<file path="src/rtl/pfx_pkg.sv">
package pfx_pkg;
  localparam int BYTE_W = 8;
  localparam int SEL_W  = 3;
  localparam int NSLOT  = 1 << SEL_W;

  // operand codes with structural meaning
  localparam logic [SEL_W-1:0] SEL_MEM = 3'd6;
  localparam logic [SEL_W-1:0] SEL_HI  = 3'd4;
  localparam logic [SEL_W-1:0] SEL_LO  = 3'd5;

  // flag byte layout
  localparam int FLAG_Z = 7;
  localparam int FLAG_N = 6;
  localparam int FLAG_H = 5;
  localparam int FLAG_C = 4;

  typedef enum logic [1:0] {
    GRP_SHIFT = 2'd0,
    GRP_TEST  = 2'd1,
    GRP_CLR   = 2'd2,
    GRP_SET   = 2'd3
  } grp_e;

  typedef enum logic [2:0] {
    SH_ROL  = 3'd0,
    SH_ROR  = 3'd1,
    SH_RCL  = 3'd2,
    SH_RCR  = 3'd3,
    SH_SHL  = 3'd4,
    SH_ASR  = 3'd5,
    SH_NIB  = 3'd6,
    SH_LSR  = 3'd7
  } shop_e;

  typedef enum logic [2:0] {
    ST_IDLE  = 3'd0,
    ST_FETCH = 3'd1,
    ST_MRD   = 3'd2,
    ST_MWR   = 3'd3,
    ST_WAIT  = 3'd4
  } st_e;

  typedef struct packed {
    grp_e             grp;
    logic [2:0]       sub;
    logic [SEL_W-1:0] sel;
    logic             is_mem;
    logic             wr_rf;
    logic             wr_mem;
    logic             wr_flags;
  } dec_t;
endpackage

</file>
<file path="src/rtl/pfx_decode.sv">
module pfx_decode
  import pfx_pkg::*;
#(
  parameter int REG_CYCLES = 8,
  parameter int MEM_CYCLES = 16,
  parameter int CNT_W      = 6
) (
  input  logic [BYTE_W-1:0] op,
  output dec_t              dec,
  output logic [CNT_W-1:0]  budget
);
  grp_e grp;
  logic mem_sel;

  assign grp     = grp_e'(op[7:6]);
  assign mem_sel = (op[SEL_W-1:0] == SEL_MEM);

  always_comb begin
    dec.grp      = grp;
    dec.sub      = op[5:3];
    dec.sel      = op[SEL_W-1:0];
    dec.is_mem   = mem_sel;
    dec.wr_rf    = !mem_sel && (grp != GRP_TEST);
    dec.wr_mem   = mem_sel && (grp != GRP_TEST);
    dec.wr_flags = (grp == GRP_SHIFT) || (grp == GRP_TEST);
  end

  assign budget = mem_sel ? CNT_W'(MEM_CYCLES) : CNT_W'(REG_CYCLES);
endmodule

</file>
<file path="src/rtl/pfx_bitunit.sv">
module pfx_bitunit
  import pfx_pkg::*;
(
  input  grp_e              grp,
  input  logic [2:0]        sub,
  input  logic [BYTE_W-1:0] din,
  input  logic              cin,
  output logic [BYTE_W-1:0] dout,
  output logic [BYTE_W-1:0] fout
);
  logic [BYTE_W-1:0] mask;
  logic z, n, h, c;

  assign mask = BYTE_W'(1) << sub;

  always_comb begin
    dout = din;
    z = 1'b0;
    n = 1'b0;
    h = 1'b0;
    c = 1'b0;
    case (grp)
      GRP_SHIFT: begin
        case (shop_e'(sub))
          SH_ROL: begin dout = {din[6:0], din[7]}; c = din[7]; end
          SH_ROR: begin dout = {din[0], din[7:1]}; c = din[0]; end
          SH_RCL: begin dout = {din[6:0], cin};    c = din[7]; end
          SH_RCR: begin dout = {cin, din[7:1]};    c = din[0]; end
          SH_SHL: begin dout = {din[6:0], 1'b0};   c = din[7]; end
          SH_ASR: begin dout = {din[7], din[7:1]}; c = din[0]; end
          SH_NIB: begin dout = {din[3:0], din[7:4]}; c = 1'b0; end
          default: begin dout = {1'b0, din[7:1]}; c = din[0]; end
        endcase
        z = (dout == '0);
      end
      GRP_TEST: begin
        z = ~|(din & mask);
        h = 1'b1;
        c = cin;
      end
      GRP_CLR: dout = din & ~mask;
      default: dout = din | mask;
    endcase
  end

  always_comb begin
    fout = '0;
    fout[FLAG_Z] = z;
    fout[FLAG_N] = n;
    fout[FLAG_H] = h;
    fout[FLAG_C] = c;
  end
endmodule

</file>
<file path="src/rtl/pfx_seq.sv">
module pfx_seq
  import pfx_pkg::*;
#(
  parameter int CNT_W = 6
) (
  input  logic             clk,
  input  logic             rst,
  input  logic             accept,
  input  logic             xfer,
  input  logic             is_mem,
  input  logic             wr_mem,
  input  logic [CNT_W-1:0] budget,
  output st_e              state,
  output logic             done
);
  localparam logic [CNT_W-1:0] CNT_MAX = '1;

  st_e              st_q, st_d;
  logic [CNT_W-1:0] cnt_q;
  logic             spent;

  assign spent = (cnt_q >= budget);

  always_comb begin
    st_d = st_q;
    case (st_q)
      ST_IDLE:  if (accept) st_d = ST_FETCH;
      ST_FETCH: if (xfer) st_d = is_mem ? ST_MRD : ST_WAIT;
      ST_MRD:   if (xfer) st_d = wr_mem ? ST_MWR : ST_WAIT;
      ST_MWR:   if (xfer) st_d = ST_WAIT;
      ST_WAIT:  if (spent) st_d = ST_IDLE;
      default:  st_d = ST_IDLE;
    endcase
  end

  always_ff @(posedge clk) begin
    if (rst) begin
      st_q  <= ST_IDLE;
      cnt_q <= '0;
    end else begin
      st_q <= st_d;
      if (st_q == ST_IDLE) begin
        cnt_q <= accept ? CNT_W'(1) : '0;
      end else if (cnt_q != CNT_MAX) begin
        cnt_q <= cnt_q + CNT_W'(1);
      end
    end
  end

  assign state = st_q;
  assign done  = (st_q == ST_WAIT) && spent;
endmodule

</file>
<file path="src/rtl/pfx_exec.sv">
module pfx_exec
  import pfx_pkg::*;
#(
  parameter logic [7:0] PREFIX     = 8'hCB,
  parameter int         REG_CYCLES = 8,
  parameter int         MEM_CYCLES = 16
) (
  input  logic                    clk,
  input  logic                    rst,
  input  logic                    start,
  input  logic [BYTE_W-1:0]       first_op,
  input  logic [2*BYTE_W-1:0]     pc_i,
  output logic                    busy,
  output logic                    done,
  output logic [2*BYTE_W-1:0]     pc_o,
  input  logic [NSLOT*BYTE_W-1:0] rf_rd,
  input  logic                    carry_i,
  output logic                    rf_we,
  output logic [SEL_W-1:0]        rf_wsel,
  output logic [BYTE_W-1:0]       rf_wdata,
  output logic                    flags_we,
  output logic [BYTE_W-1:0]       flags_wdata,
  output logic                    mem_valid,
  input  logic                    mem_ready,
  output logic                    mem_we,
  output logic [2*BYTE_W-1:0]     mem_addr,
  output logic [BYTE_W-1:0]       mem_wdata,
  input  logic [BYTE_W-1:0]       mem_rdata
);
  localparam int ADDR_W = 2 * BYTE_W;
  localparam int CNT_W  = $clog2(MEM_CYCLES + 1) + 1;

  st_e               state;
  dec_t              dec;
  logic [CNT_W-1:0]  budget;
  logic              accept, xfer;
  logic [BYTE_W-1:0] op2_q, opnd_q, op_cur, operand, alu_out, alu_flags;
  logic [ADDR_W-1:0] pc_q;
  logic [BYTE_W-1:0] regv [NSLOT];

  for (genvar g = 0; g < NSLOT; g++) begin : g_slot
    assign regv[g] = rf_rd[g*BYTE_W +: BYTE_W];
  end

  assign accept = start && (state == ST_IDLE) && (first_op == PREFIX);
  assign xfer   = mem_valid && mem_ready;
  assign op_cur = (state == ST_FETCH) ? mem_rdata : op2_q;

  pfx_decode #(
    .REG_CYCLES(REG_CYCLES),
    .MEM_CYCLES(MEM_CYCLES),
    .CNT_W     (CNT_W)
  ) u_dec (
    .op    (op_cur),
    .dec   (dec),
    .budget(budget)
  );

  pfx_seq #(.CNT_W(CNT_W)) u_seq (
    .clk   (clk),
    .rst   (rst),
    .accept(accept),
    .xfer  (xfer),
    .is_mem(dec.is_mem),
    .wr_mem(dec.wr_mem),
    .budget(budget),
    .state (state),
    .done  (done)
  );

  assign operand = dec.is_mem ? opnd_q : regv[dec.sel];

  pfx_bitunit u_alu (
    .grp (dec.grp),
    .sub (dec.sub),
    .din (operand),
    .cin (carry_i),
    .dout(alu_out),
    .fout(alu_flags)
  );

  always_ff @(posedge clk) begin
    if (rst) begin
      op2_q  <= '0;
      opnd_q <= '0;
      pc_q   <= '0;
    end else begin
      if (accept) pc_q <= pc_i;
      if (state == ST_FETCH && xfer) begin
        op2_q <= mem_rdata;
        pc_q  <= pc_q + ADDR_W'(1);
      end
      if (state == ST_MRD && xfer) opnd_q <= mem_rdata;
    end
  end

  assign busy      = (state != ST_IDLE);
  assign pc_o      = pc_q;
  assign mem_valid = (state == ST_FETCH) || (state == ST_MRD) || (state == ST_MWR);
  assign mem_we    = (state == ST_MWR);
  assign mem_addr  = (state == ST_FETCH) ? pc_q : {regv[SEL_HI], regv[SEL_LO]};
  assign mem_wdata = (state == ST_MWR) ? alu_out : '0;

  assign rf_we       = done && dec.wr_rf;
  assign rf_wsel     = dec.sel;
  assign rf_wdata    = alu_out;
  assign flags_we    = done && dec.wr_flags;
  assign flags_wdata = alu_flags;
endmodule

</file>
<file path="config.mk">
export PLATFORM = sky130hd
export DESIGN_NAME = pfx_exec
export DESIGN_NICKNAME = d
export VERILOG_FILES = /design/src/rtl/pfx_pkg.sv /design/src/rtl/pfx_decode.sv /design/src/rtl/pfx_bitunit.sv /design/src/rtl/pfx_seq.sv /design/src/rtl/pfx_exec.sv
export SDC_FILE = /design/constraint.sdc
export NUM_CORES = 1
export LEC_CHECK = 0
export ABC_AREA = 0
export BUFFER_PORTS_ARGS = -buffer_cell sky130_fd_sc_hd__buf_4
export CAP_MARGIN = 20
export CELL_PAD_IN_SITES_DETAIL_PLACEMENT = 2
export CELL_PAD_IN_SITES_GLOBAL_PLACEMENT = 2
export CORE_MARGIN = 4
export CORE_UTILIZATION = 26
export CTS_CLUSTER_DIAMETER = 80
export DETAILED_ROUTE_END_ITERATION = 10
export GPL_ROUTABILITY_DRIVEN = 0
export PLACE_DENSITY_LB_ADDON = 0.1
export SLEW_MARGIN = 10
export SYNTH_ARGS = -nofsm -noshare
export SYNTH_HDL_FRONTEND = slang
export SYNTH_SLANG_ARGS = --single-unit
</file>
<file path="constraint.sdc">
create_clock -name clk -period 4.3 [get_ports clk]
set_clock_uncertainty 0.05 [all_clocks]
set_input_delay 0.215 -clock clk [delete_from_list [all_inputs] [get_ports clk]]
set_output_delay 0.215 -clock clk [all_outputs]
set_load 0.02 [all_outputs]
</file>
==> results of run 1 <==
through the flow:
| step | worst slack (ns) | utilization (%) | std cells | cell area [um2] |
|---|---|---|---|---|
| 3_5_place_dp | 0.352 | 35.3 | 956 | 5620 |
| 6_report | 0.178 | 36.5 | 965 | 5820 |
| 4_1_cts | 0.0342 | 36.4 | 964 | 5800 |
| 3_3_place_gp | 0.396 | 35.3 | 956 | 5620 |
| 2_1_floorplan | 0.822 | - | 614 | 4250 |
| 5_1_grt | 0.0298 | 36.5 | 965 | 5820 |
registers in the layout (all words and copies together), names as in the netlist:
name / count
pc_o: 16
op2_q: 8
opnd_q: 8
u_seq.cnt_q: 6
u_seq.state: 3
final cells by class:
type                    instances  share of cell area [%]
multi-input cells             502                    54.0
repair buffers                177                    22.8
flip-flops and latches         41                    14.1
well taps                     216                    4.64
clock buffers                   6                    2.39
inverters                      21                    1.40
clock inverters                 2                   0.645
synthesized netlist by cell type (3+ instances only):
master / n
a22oi_1: 11
a2111oi_0: 13
o31ai_1: 3
nor4_1: 6
dfxtp_1: 41
nor3_1: 18
o311ai_0: 3
nand3b_1: 3
clkbuf_1: 28
nand3_1: 21
nand2_1: 105
or3_1: 3
a21oi_1: 46
and3_1: 8
a31oi_1: 13
mux2_2: 6
a211oi_1: 33
nor2b_1: 6
and2_1: 3
inv_1: 19
ha_1: 5
mux2i_4: 3
buf_4: 8
o211ai_1: 6
buf_1: 3
mux2i_1: 41
nand4_1: 4
nor2_1: 62
a221oi_1: 11
buf_2: 9
o21ai_0: 25
how the worst max path moves through the flow:
| stage | start | to |
|---|---|---|
| 6_report | u_seq.state[1] | flags_wdata[7] |
| 4_1_cts | u_seq.state[1] | flags_wdata[7] |
| 5_1_grt | u_seq.state[0] | flags_wdata[7] |
| 3_5_place_dp | u_seq.state[1] | flags_wdata[7] |
| 3_3_place_gp | u_seq.state[1] | flags_wdata[7] |
| 2_1_floorplan | u_seq.state[0] | flags_wdata[7] |
metal layers:
metal / GRT usage (%) / routed length, um
met1: 26.8 / 8760
met2: 40.8 / 10800
met3: 2.38 / 746
met4: 4.26 / 254
met5: 0 / 0
layout by cell type (no fill, tap or decap), drive strengths merged, types with 2 or more instances in the layout:
cell | netlist | final
o31ai | 4 | 4
conb | 1 | 5
a311oi | 2 | 2
a221o | 2 | 2
nand4 | 4 | 4
a21oi | 47 | 47
o21a | 2 | 2
o211ai | 6 | 6
and2 | 5 | 5
nand3 | 21 | 21
nor4 | 6 | 6
nor3b | 3 | 3
clkbuf | 28 | 6
a2111oi | 14 | 14
o21ai | 25 | 25
o311ai | 3 | 3
a221oi | 11 | 11
mux2i | 44 | 44
dfxtp | 41 | 41
or4 | 2 | 2
nand2 | 105 | 105
nor3 | 18 | 18
or3 | 3 | 3
a22oi | 11 | 11
inv | 21 | 21
buf | 22 | 177
a211oi | 33 | 33
ha | 5 | 5
nand3b | 3 | 3
mux2 | 6 | 6
a31oi | 13 | 13
o22ai | 2 | 2
a2bb2oi | 2 | 2
a22o | 2 | 2
nor2b | 6 | 6
nor4bb | 2 | 2
and3 | 8 | 8
nor2 | 62 | 62
where the power goes:
part,total [mW],switching [mW],internal (mW)
registers,0.381,0.000646,0.380
logic,0.219,0.114,0.105
clock network,0.455,0.165,0.290
kinds of logic after synthesis:
| group | after synthesis | share of synthesized area, % |
|---|---|---|
| mux | 51 | 13.4 |
| flops | 41 | 19.4 |
| compound gates | 188 | 31.0 |
| fa+ha+maj | 5 | 1.48 |
| buf+inv | 71 | 7.62 |
| simple gates | 253 | 27.1 |
| other cells | 1 | 0.0885 |
critical path, cell delays in order, from the launching register on:
cell       delay (ns)
dfxtp_1          0.31
or3b_1           0.57
a21oi_4          0.27
buf_4            0.22
mux2i_1          0.37
mux2i_1          0.12
a2111oi_1        0.66
a211oi_1         0.15
or4_1            0.45
o31ai_2          0.25
buf_4            0.20
what timing repair did:
item	4_1_cts	5_1_grt
endpoints found under the setup margin	0	4
setup buffers	0	1
resized for setup	0	8
==> impl_metrics.tcl, run 1 <==
set metrics [dict create \
    fin_nets 854 \
    first_pass_iters 4 \
    dieWidth_um 136 \
    setup_tns_ns 0 \
    hold_buffers 0 \
    hold_ws_ns 0.106 \
    async_flop_share_pct 0 \
    antenna_found_initial 0 \
    slew_headroom_pct 41.8 \
    netlist.area_leader.share_pct 19.4 \
    drc 0 \
    postRouteAntennaNets 0 \
    r2r-end "u_seq.state[2]" \
    syn_inst 610 \
    synth.area.top_cells "dfxtp_1 19%, mux2i_1 9.7%, nand2_1 9.3%" \
    synth_edf_count 0 \
    hold_violations 0 \
    start_kind "register" \
    max-vdd-ir-drop_uv 124 \
    synth_cell_types 64 \
    worst-path-max-fanout 8 \
    ios 166 \
    p_total_mw 1.06 \
    synth_ff_type "dfxtp_1" \
    outcome "finished clean" \
    critPathCaptureType "primary output" \
    grt.total_usage_pct 21.7 \
    arrival_ns 3.86 \
    die_y_um 136 \
    multi_input_area_um2 3140 \
    min_from "pc_i[3]" \
    seq_area_frac_synth_pct 19.4 \
    p_leak_nw 2.46 \
    viasPerCell 5.55 \
    nFillCells 1922 \
    gr-total-overflow 0 \
    vias 5359 \
    cts_root_buf "clkbuf_16" \
    diodes 0 \
    clk_path_buf_depth 2 \
    p_per_area_nw_per_um2 181 \
    synth_area_um2 4240 \
    yosysTopAreaCell "dfxtp_1" \
    drv_slew 0 \
    io_buffers 152 \
    cts.sinks 41 \
    fmax_mhz 243 \
    cp.required_ns 4.03 \
    dieArea_um2 18400 \
    grt_max_degree 38 \
    r2r_setup_slack_ns 1.11 \
    ys_ff_latch 41 \
    dp_hpwl_um 16400 \
    period_needed_ns 4.12 \
    hold_end "pc_o[3]" \
    tightest_slew_ns 0.848 \
    fin_crit_sh_pct 95.9 \
    rr_worst_depth 12 \
    avgSynthCellArea_um2 6.95 \
    floorplan.initialDensity_pct 26.6 \
    hold_depth 3 \
    yosysWarnings 0 \
    wl_per_cell_um 21.3 \
    cts_tree "built" \
    layout-drive-gt1-share_pct 27.9 \
    clk-insertion-delay-late_ns 0.29 \
    setup_viol 0 \
    syn2layout_area_growth_pct 37.3 \
    drtIter0Drc 316 \
    hp-class "primary input to register" \
    cts-htree-levels 2 \
    clkSlewWorstSetupHoldPaths_ns 0.06 \
    seq_area_um2 821 \
    rows 46 \
    cts_buffers 5 \
    grt_pass1_vias 5706 \
    core_um2 15900 \
    max_cap_violations 0 \
    rsz0062_at_grt "no" \
    crit_type "register to primary output" \
    routed_wl_um 20500 \
    grt_pass1_wl_um 32000 \
    regToRegStartpoint "u_seq.state[1]" \
]
No activity file was read; power rests on OpenSTA's default activity.
==> inputs of run 2 (changes only) <==
Settings changed: CAP_MARGIN 20 to 30, CORE_UTILIZATION 26 to 27, SYNTH_HIERARCHICAL set to 1.
==> run 2 against run 1 <==
Synthesized area shrank 6.0%. Worst setup slack gained 0.089 ns. Global-route usage shrank 2.9 points. Core utilization grew 0.56 points. Clock power shrank 18%. Maximum frequency grew 2.2%. Sequential cell count is the same. Critical path type unchanged. Critical endpoint unchanged.
==> impl_metrics.tcl, run 2 <==
set metrics [dict create \
    cts_root_buf "clkbuf_16" \
    hold_violations 0 \
    grt_pass1_wl_um 25000 \
    rsz0062_at_grt "no" \
    worst-path-max-fanout 18 \
    netlist.area_leader.share_pct 20.6 \
    hp-class "primary input to register" \
    synth.area.top_cells "dfxtp_1 21%, mux4_2 9.0%, mux2_2 7.1%" \
    syn_inst 466 \
    crit_chain "nor3b_4 -> buf_4 -> mux2_4 -> mux4_2 -> mux2i_1 -> o21ai_0 -> nor2b_1 -> a22o_1 -> a2111o_1 -> o41ai_2 -> buf_4" \
    grt_pass1_vias 4456 \
    rows 44 \
    crit_family "compound AO/OA/AOI/OAI gates" \
    fin_area_um2 5370 \
    hold_buffers 0 \
    postRouteAntennaNets 0 \
    core_um2 14500 \
    slowest_delay_ns 0.45 \
    yosysWarnings 6 \
    critPathCaptureType "primary output" \
    p_leak_nw 2.18 \
    setup_tns_ns 0 \
    antenna_found_initial 0 \
    diodes 0 \
    max-vdd-ir-drop_uv 142 \
    first_pass_iters 4 \
    dieWidth_um 130 \
    cts_buffers 5 \
    rr_worst_depth 10 \
    async_flop_share_pct 0 \
    final_common_cell "buf_4" \
    clk-insertion-delay-late_ns 0.29 \
    viasPerCell 5.32 \
    crit_end "flags_wdata[7]" \
    placed_cell_area_um2 5220 \
    crit_slowest_cell "mux2_4" \
    layout-drive-gt1-share_pct 41.7 \
    synth_edf_count 0 \
    layout_common_cells "171 x buf_4, 42 x nand2_1, 41 x dfxtp_1, 27 x nor2_1, 23 x mux2_2" \
    cp_num_buf_inv 2 \
    io_buffers 160 \
    r2r-end "u_seq/state[2]" \
    drv_slew 0 \
    synth_area_um2 3990 \
    seq_area_frac_synth_pct 20.6 \
    regToRegStartpoint "u_seq/state[0]" \
    largest_reg_flops 16 \
    clkSlewWorstSetupHoldPaths_ns 0.06 \
    tightest_slew_ns 0.772 \
    cp.required_ns 4.03 \
    yosysMostFrequentCell "nand2_1" \
    p_total_mw 0.944 \
    ys_ff_latch 41 \
    synth_ff_type "dfxtp_1" \
    synth_common_cells "42 x nand2_1, 41 x dfxtp_1, 27 x nor2_1" \
    slew_headroom_pct 48.0 \
    cp.depth 11 \
    fmax_mhz 248 \
    outcome "finished clean" \
    dp_hpwl_um 12900 \
    synth_cell_types 79 \
    grt_max_degree 41 \
    crit_top_cell "buf_4" \
    fin_nets 705 \
    drc 0 \
    drtIter0Drc 169 \
    cts_setup_buffers 0 \
    avgSynthCellArea_um2 8.55 \
    fin_crit_sh_pct 93.8 \
    floorplan.initialDensity_pct 27.5 \
    cts_tree "built" \
    r2r_setup_slack_ns 1.58 \
    clk_path_buf_depth 2 \
    grt.total_usage_pct 18.9 \
    vias 4157 \
    cts.sinks 41 \
    start_kind "register" \
    ios 166 \
    p_per_area_nw_per_um2 176 \
    syn2layout_area_growth_pct 34.7 \
    dieArea_um2 16800 \
    yosysTopAreaCell "dfxtp_1" \
    arrival_ns 3.77 \
    gr-total-overflow 0 \
    die_y_um 130 \
    max_cap_violations 0 \
    wl_per_cell_um 20.6 \
    setup_viol 0 \
    routed_wl_um 16100 \
    cts-htree-levels 2 \
    ctsResizeCount 0 \
    period_needed_ns 4.03 \
    crit_type "register to primary output" \
    crit_path_start "u_seq/state[0]" \
]
==> run 2: cell count changes in the layout (fill, tap and decap cells not counted), sizes merged, moves of 10 or more <==
cell     previous run  this run
a2111oi            14         4
a211oi             33         3
a21oi              47        22
mux2                6        27
mux2i              44        18
mux4                1        16
nand2             105        46
nor2               62        28
o21ai              25        12
==> run 2: worst min path at each step <==
stage / from / end / slack, ns / cells after the start
2_1_floorplan: rst / pc_o[0] / 0.23 / 1
3_3_place_gp: op2_q[5] / op2_q[5] / 0.39 / 2
3_5_place_dp: op2_q[0] / op2_q[0] / 0.41 / 2
4_1_cts: mem_rdata[6] / op2_q[6] / 0.15 / 3
5_1_grt: mem_rdata[5] / op2_q[5] / 0.15 / 3
6_report: mem_rdata[6] / op2_q[6] / 0.15 / 3
==> run 2: area by class of cell <==
type | count | area [um2]
fill | 1662 | 9110
clock buffer | 5 | 125
inverter | 17 | 68.8
clock inverter | 3 | 17.5
timing repair buffer | 171 | 1280
tap | 184 | 230
sequential | 41 | 821
multi-input combinational | 360 | 2820
==> run 2: metal layers <==
metal / GRT usage, % / vias to the layer above / part of all wire [%]
li1: - / 1990 / -
met1: 23.7 / 2030 / 43
met2: 33.0 / 127 / 49
met3: 5.19 / 10 / 6.7
met4: 2.69 / 0 / 0.67
met5: 0 / - / 0
==> run 2: cells by family (layout without fill, tap and decap cells) <==
| family | count (synthesis) | after routing | share of synthesized area (%) |
|---|---|---|---|
| AOI/OAI and AO/OA | 105 | 105 | 19.8 |
| adders and majority gates | 8 | 8 | 2.51 |
| buffers and inverters | 72 | 196 | 10.1 |
| DFF | 41 | 41 | 20.6 |
| muxes | 61 | 61 | 21.4 |
| other | 2 | 9 | 0.188 |
| and+or+nand+nor | 177 | 177 | 25.4 |
==> run 2: power breakdown <==
| group | internal [mW] | switching (mW) | total [mW] |
|---|---|---|---|
| Combinational | 0.106 | 0.0851 | 0.191 |
| Clock | 0.213 | 0.159 | 0.372 |
| Sequential | 0.380 | 0.000586 | 0.381 |
| Total | 0.699 | 0.245 | 0.944 |
==> run 2: worst reg2reg max path: stages (launching register included) <==
cell and delay (ns):
dfxtp_1 0.34, nor3b_4 0.24, buf_4 0.26, mux2_2 0.42, nand3b_4 0.12, inv_2 0.27, inv_1 0.10, ha_1 0.33
nand4_1 0.08, o221ai_1 0.14, o31ai_1 0.27
==> run 2: through the flow <==
stage | setup slack [ns] | util [%] | hold slack (ns) | std cells
finish | 0.267 | 37.1 | 0.149 | 781
global route | 0.0392 | 37.1 | 0.148 | 781
CTS | 0.0274 | 37.0 | 0.151 | 781
detailed placement | 0.358 | 36.0 | 0.406 | 773
global placement | 0.437 | 36.0 | 0.390 | 773
floorplan | 0.0973 | - | 0.234 | 473
